### config.mk
export PLATFORM = sky130hd
export DESIGN_NAME = chain2_link
export DESIGN_NICKNAME = d
export VERILOG_FILES = /design/src/rtl/chain2_pkg.sv /design/src/rtl/chain2_grp_reg.sv /design/src/rtl/chain2_grp_fire.sv /design/src/rtl/chain2_link.sv
export SDC_FILE = /design/constraint.sdc
export NUM_CORES = 1
export LEC_CHECK = 0
export ABC_AREA = 1
export BUFFER_PORTS_ARGS = -buffer_cell sky130_fd_sc_hd__buf_2
export CAP_MARGIN = 10
export CORE_ASPECT_RATIO = 0.75
export CORE_MARGIN = 2
export CORE_UTILIZATION = 57
export DETAILED_ROUTE_END_ITERATION = 7
export GPL_ROUTABILITY_DRIVEN = 0
export PLACE_DENSITY = 0.88
export SETUP_SLACK_MARGIN = 0.4
export SYNTH_ARGS = -nofsm -noshare
export SYNTH_HDL_FRONTEND = slang
export SYNTH_HIERARCHICAL = 1
export SYNTH_SLANG_ARGS = --single-unit
### constraint.sdc
create_clock -name clk -period 5.49 [get_ports clk]
set_clock_uncertainty 0.2 [all_clocks]
set_input_delay 1.098 -clock clk [delete_from_list [all_inputs] [get_ports clk]]
set_output_delay 1.098 -clock clk [all_outputs]
set_load 0.005 [all_outputs]
### src/rtl/chain2_pkg.sv
package chain2_pkg;
  localparam int REG_W    = 32;
  localparam int CH_FW    = 6;
  localparam int SRC_LSB  = 0;
  localparam int DST_LSB  = 8;
  localparam int TRG_LSB  = 16;
  localparam int TRG_W    = 4;
  localparam int IMSK_LSB = 20;
  localparam int IMSK_W   = 4;
  localparam int EN_BIT   = 24;
  localparam logic [REG_W-1:0] IMPL_MASK = 32'h01FF_3F3F;

  typedef struct packed {
    logic             en;
    logic [TRG_W-1:0] trig;
    logic [CH_FW-1:0] dst;
    logic [CH_FW-1:0] src;
  } grp_fields_t;

  function automatic grp_fields_t unpack_grp(input logic [REG_W-1:0] r);
    grp_fields_t f;
    f.en   = r[EN_BIT];
    f.trig = r[TRG_LSB +: TRG_W];
    f.dst  = r[DST_LSB +: CH_FW];
    f.src  = r[SRC_LSB +: CH_FW];
    return f;
  endfunction
endpackage

### src/rtl/chain2_grp_reg.sv
module chain2_grp_reg
  import chain2_pkg::*;
#(
  parameter int          ADDR_W   = 8,
  parameter int unsigned GRP_ADDR = 'h28
) (
  input  logic              clk,
  input  logic              rst_n,
  input  logic              reg_we,
  input  logic [ADDR_W-1:0] reg_addr,
  input  logic [REG_W-1:0]  reg_wdata,
  input  logic [REG_W-1:0]  reg_wmask,
  output logic [REG_W-1:0]  grp_q
);
  logic hit;
  assign hit = reg_we && (reg_addr == ADDR_W'(GRP_ADDR));

  always_ff @(posedge clk or negedge rst_n) begin
    if (!rst_n) begin
      grp_q <= '0;
    end else if (hit) begin
      grp_q <= ((grp_q & ~reg_wmask) | reg_wdata) & IMPL_MASK;
    end
  end
endmodule

### src/rtl/chain2_grp_fire.sv
module chain2_grp_fire
  import chain2_pkg::*;
#(
  parameter int NUM_CH = 16  // at most 63: channel fields are one-based 6-bit
) (
  input  logic [REG_W-1:0]  grp_q,
  input  logic [NUM_CH-1:0] evt_frag,
  input  logic [NUM_CH-1:0] evt_blk,
  input  logic [NUM_CH-1:0] evt_xfer,
  input  logic [NUM_CH-1:0] evt_list,
  output logic [NUM_CH-1:0] start_req
);
  grp_fields_t      f;
  logic             trig_ok;
  logic             src_hit;
  logic [NUM_CH-1:0] dst_vec;

  assign f       = unpack_grp(grp_q);
  assign trig_ok = (f.trig != '0) && ((f.trig & (f.trig - TRG_W'(1))) == '0);

  always_comb begin
    src_hit = 1'b0;
    dst_vec = '0;
    for (int i = 0; i < NUM_CH; i++) begin
      if (f.src == CH_FW'(i + 1) &&
          |(f.trig & {evt_list[i], evt_xfer[i], evt_blk[i], evt_frag[i]}))
        src_hit = 1'b1;
      dst_vec[i] = (f.dst == CH_FW'(i + 1));
    end
    start_req = (f.en && trig_ok && src_hit) ? dst_vec : '0;
  end
endmodule

### src/rtl/chain2_link.sv
module chain2_link
  import chain2_pkg::*;
#(
  parameter int          NUM_CH   = 16,
  parameter int          NUM_GRP  = 2,
  parameter int          ADDR_W   = 8,
  parameter int unsigned BASE_OFS = 'h28
) (
  input  logic              clk,
  input  logic              rst_n,
  input  logic              reg_we,
  input  logic [ADDR_W-1:0] reg_addr,
  input  logic [31:0]       reg_wdata,
  input  logic [31:0]       reg_wmask,
  output logic [31:0]       reg_rdata,
  input  logic [NUM_CH-1:0] evt_frag,
  input  logic [NUM_CH-1:0] evt_blk,
  input  logic [NUM_CH-1:0] evt_xfer,
  input  logic [NUM_CH-1:0] evt_list,
  output logic [NUM_CH-1:0] ch_start
);
  localparam int unsigned GRP_STRIDE = 4;

  logic [NUM_GRP-1:0][REG_W-1:0]  grp_q;
  logic [NUM_GRP-1:0][NUM_CH-1:0] grp_req;
  logic [NUM_CH-1:0]              start_d;

  for (genvar g = 0; g < NUM_GRP; g++) begin : g_grp
    chain2_grp_reg #(
      .ADDR_W  (ADDR_W),
      .GRP_ADDR(BASE_OFS + GRP_STRIDE * g)
    ) u_reg (
      .clk      (clk),
      .rst_n    (rst_n),
      .reg_we   (reg_we),
      .reg_addr (reg_addr),
      .reg_wdata(reg_wdata),
      .reg_wmask(reg_wmask),
      .grp_q    (grp_q[g])
    );

    chain2_grp_fire #(
      .NUM_CH(NUM_CH)
    ) u_fire (
      .grp_q    (grp_q[g]),
      .evt_frag (evt_frag),
      .evt_blk  (evt_blk),
      .evt_xfer (evt_xfer),
      .evt_list (evt_list),
      .start_req(grp_req[g])
    );
  end

  always_comb begin
    reg_rdata = '0;
    start_d   = '0;
    for (int g = 0; g < NUM_GRP; g++) begin
      if (reg_addr == ADDR_W'(BASE_OFS + GRP_STRIDE * g))
        reg_rdata = reg_rdata | grp_q[g];
      start_d = start_d | grp_req[g];
    end
  end

  always_ff @(posedge clk or negedge rst_n) begin
    if (!rst_n) ch_start <= '0;
    else        ch_start <= start_d;
  end
endmodule

Word-level counts from Yosys, hierarchy flattened:

Cells that the tools add are included.
W data, S select, Z words.

* flip-flop bits (word level): 58
* input port bits: 139
* output and inout port bits: 48
* word-level logic and storage cells: 224

* $add $sub $neg: 2
* equal/unequal tests: 66
* multiplexer cells: 36
* bitwise logic cells: 41
* reduce and logical (&&, ||, !) cells: 76

Operators by type and width (number)
* $eq A6 B4 Y1 const B: 32
* $and A4 B4 Y4: 34
* $reduce_or A4 Y1: 32
* $eq A6 B3 Y1 const B: 16
* $or A25 B25 Y25: 3
* $and A25 B25 Y25: 2
* $eq A6 B2 Y1 const B: 8
* $logic_and A1 B1 Y1: 40
* $mux W1: 32
* $mux W16: 2
* $mux W32: 1
* $mux W25: 1
* $not A25 Y25: 1
* $eq A6 B1 Y1 const B: 4
* $eq A6 B5 Y1 const B: 4
* $eq A8 B6 Y1 const B: 2
* $or A16 B16 Y16: 1
* $logic_not A4 Y1: 2
* $reduce_bool A4 Y1: 2
* $sub A4 B1 Y4 const B: 2

Longest topological paths before layout:

* depth in word-level cells: 22
* depth in mapped cells: 14
* mapped depth without buffers: 12

Cells and area by module:

The synthesis kept the hierarchy.

By module, submodules not included
* chain2_grp_fire: times used 2, cells an instance 209, area an instance 965.9 um^2, seq. area each 0.0 um^2
* chain2_grp_reg at g_grp[1].u_reg: times used 1, cells an instance 164, area an instance 1472.7 um^2, seq. area each 525.5 um^2
* chain2_grp_reg at g_grp[0].u_reg: times used 1, cells an instance 201, area an instance 1366.3 um^2, seq. area each 525.5 um^2
* chain2_link: times used 1, cells an instance 154, area an instance 1132.3 um^2, seq. area each 400.4 um^2

Worst setup path before layout:

No wires, ideal clock.

* path type: input to output
* from: in reg_addr[0]
* to: out reg_rdata[8]
* data arrival time: 1679 ps
* setup slack: 2513 ps
* stages: 6
* cell sequence: inv_1 nand2_2 nor2_2 buf_4 nand3_1 nand2_1

* word-level cells in the longest chain between the ends: 4
* elaborated cells between the ends (all ways): 5
* classes of those cells: 2 x eq/ne; 2 x mux; 1 x bitwise

RTL lines
* start, declared: RTL line chain2_link.sv:12 `input logic [ADDR_W-1:0] reg_addr,`
* $eq A8 B6 Y1: RTL line chain2_link.sv:58 `if (reg_addr == ADDR_W'(BASE_OFS + GRP_STRIDE * g))`
* $mux W25: RTL line chain2_link.sv:58
* $or A25 B25 Y25: RTL line chain2_link.sv:59 `reg_rdata = reg_rdata | grp_q[g];`
* $mux W32 (*): RTL line chain2_link.sv:58
* end, declared: RTL line chain2_link.sv:15 `output logic [31:0] reg_rdata,`

Mark *: on every way between the ends. The rest lies on a longest branch, timed or not.

Worst setup path after layout:

* from: in reg_addr[1]
* to: out reg_rdata[5]

Same word-level chain as after synthesis.

==> flow_summary.toml <==
[outcome]
outcome = "completed"

[global_routing]
grt_pass1_vias = 5831
track_usage_pct = 30.6
antenna_found_initial = 0
grt_pass1_wl_um = 27400
overflow = 0
grt_max_degree = 65

[timing]
post-route-min-period_ps = 3760
rsz0062_at_grt = "false"
drv_slew = 0
period_share_pct = 68.5
worstMarginPinSlew_ps = 1060
finalHoldViolCount = 0
clock.fmax_ghz = 0.266
setup_tns_ps = 0
finalSetupViolCount = 0
worst_slack_ps = 1730
relSlewSlack_pct = 29.4

[floorplanning]
die_area_sq_um = 11200
start_util_pct = 58.0
die_w_um = 122
fp.dieH_um = 92.1
ios = 187
rows = 32
core_area_sq_um = 10200

[min_path]
min_path_type = "flop to flop"

[cts]
clk_pin_slew_worst_paths_ps = 60
cts-hold-fix-buffers = 0
cts_tree = "done"
htree_num_levels = 3
post_cts_buffers = 0
insertion_delay_ps = 330
clock_path_buffers = 2
clock_sink_count = 58
ctsResizeCount = 0
cts-buffers-inserted = 9
cts-root-buf = "clkbuf_16"

[placement]
port_buffers = 153
pre_cts_ws_ps = 1740
hpwl_um = 11900

[logic_synthesis]
synth_seq_cells = 58
yosys_warnings = 6
synth-seq-area-share_pct = 24.6
syn_inst = 937
syn_area_sq_um = 5900
synth_cell_types = 24
avgSynthCellArea_sq_um = 6.30

[job]
cap_violations = 0

[power_and_ir_drop]
p_leak_nw = 3.67
p_per_area_nw_per_um2 = 190
peakVddDrop_mv = 0.167
power_mw = 1.26

[routing]
first_pass_iters = 5
via_per_inst = 5.27
routedWlPerCell_um = 13.9
vias = 6313
ant_nets = 0
drt-total-wl_um = 16700
drtIter0Drc = 561
drc_errors = 0

[cells_and_area]
syn_to_final_growth_pct = 12.1
finalNetCount = 1196
drive_above_1_share_pct = 23.4
diodes = 0

[worst_setup_path]
end_kind = "output port"
start_kind = "primary input"
required_ps = 4190
cp.arrival_ps = 2460
critPathKind = "primary input to output port"
cp_max_fo = 22
## worst max-delay path, stage by stage
cell,delay [ps]
buf_2,130
inv_1,60
nand2_2,70
nor2_2,350
buf_4,360
nand3_1,130
nand2_1,130
buf_2,120
## power breakdown
part	internal, mW	switching [mW]	total [mW]
combinational	0.0856	0.130	0.216
sequential	0.442	0.0429	0.485
clock	0.352	0.207	0.559
total	0.879	0.380	1.26
## cells in the final DEF (no fill, tap or decap), types with 2 or more instances in the layout
cell type / count
or2_2: 16
nor2_1: 64
buf_4: 2
nor3_1: 10
inv_1: 105
xnor2_1: 2
o21bai_4: 20
nand3_1: 110
nor2_2: 27
clkinvlp_4: 3
nand2_2: 8
o21ai_0: 8
dfrtp_1: 58
conb_1: 22
nor2_4: 3
a211oi_2: 2
clkbuf_16: 9
nand4_1: 49
buf_2: 153
nand2_1: 383
## metal layers
| metal | up-vias | GRT usage, % | share of wire [%] |
|---|---|---|---|
| li1 | 3130 | - | - |
| met1 | 2845 | 41.4 | 43 |
| met2 | 314 | 50.0 | 46 |
| met3 | 24 | 6.22 | 9.9 |
| met4 | 0 | 7.95 | 1.5 |
| met5 | - | 0 | 0 |
## per-stage QoR
step | cell area [sq um] | cells | hold slack, ps | util [%]
finish | 6620 | 1198 | 304 | 65.1
global route | 6620 | 1198 | 336 | 65.1
CTS | 6620 | 1198 | 303 | 65.1
detailed placement | 6320 | 1182 | 292 | 62.2
global placement | 6320 | 1182 | 284 | 62.2
floorplan | 5980 | 957 | 264 | -
## final timing paths
check / startpoint / end / slack [ps] / cells after the start
worst max register to register: g_grp[1].u_reg/grp_q[17] / ch_start[11] / 2940 / 11
worst min-delay path: g_grp[1].u_reg/grp_q[21] / g_grp[1].u_reg/grp_q[21] / 300 / 2
worst min register to register: g_grp[1].u_reg/grp_q[21] / g_grp[1].u_reg/grp_q[21] / 300 / 2
worst max-delay path: reg_addr[1] / reg_rdata[5] / 1730 / 8
min in group asynchronous: rst_n / ch_start[7] / 720 / 2
max in group asynchronous: rst_n / g_grp[1].u_reg/grp_q[1] / 3880 / 2
## Yosys cell counts
master | number | area (sq um)
buf_6 | 30 | 338
buf_8 | 2 | 30.0
nand4_1 | 49 | 307
dfrtp_1 | 58 | 1450
o21bai_1 | 1 | 7.51
or2_2 | 16 | 100
o21bai_4 | 20 | 375
inv_2 | 1 | 3.75
nand3_1 | 110 | 551
buf_2 | 7 | 35.0
nor2_4 | 3 | 33.8
nand3_4 | 1 | 17.5
buf_4 | 27 | 203
nand2_2 | 8 | 50.1
xnor2_1 | 2 | 17.5
inv_1 | 105 | 394
nor2_1 | 64 | 240
nor2_2 | 27 | 169
conb_1 | 2 | 7.51
a211oi_2 | 2 | 25.0
nor3_1 | 10 | 50.1
nand2_1 | 383 | 1440
nor2_8 | 1 | 20.0
o21ai_0 | 8 | 40.0
## sequential cells by signal (all words and copies together) (netlist names)
| name | cells |
|---|---|
| g_grp.u_reg/grp_q | 42 |
| ch_start | 16 |
## area by class of cell
type                       instances  area (sq um)
fill                             972          3550
sequential                        58          1450
inverter                         106           398
clock inverter                     6          66.3
clock buffer                      10           229
multi-input combinational        727          3520
tap                              136           170
timing repair buffer             155           781
## cell families after synthesis
family | count (synthesis) | share of synthesized area (%)
simple gates | 672 | 50.4
buf+inv | 172 | 17.0
flops | 58 | 24.6
xor+xnor | 2 | 0.297
other cells | 2 | 0.127
compound gates | 31 | 7.59
(Power assumes the default switching activity.)
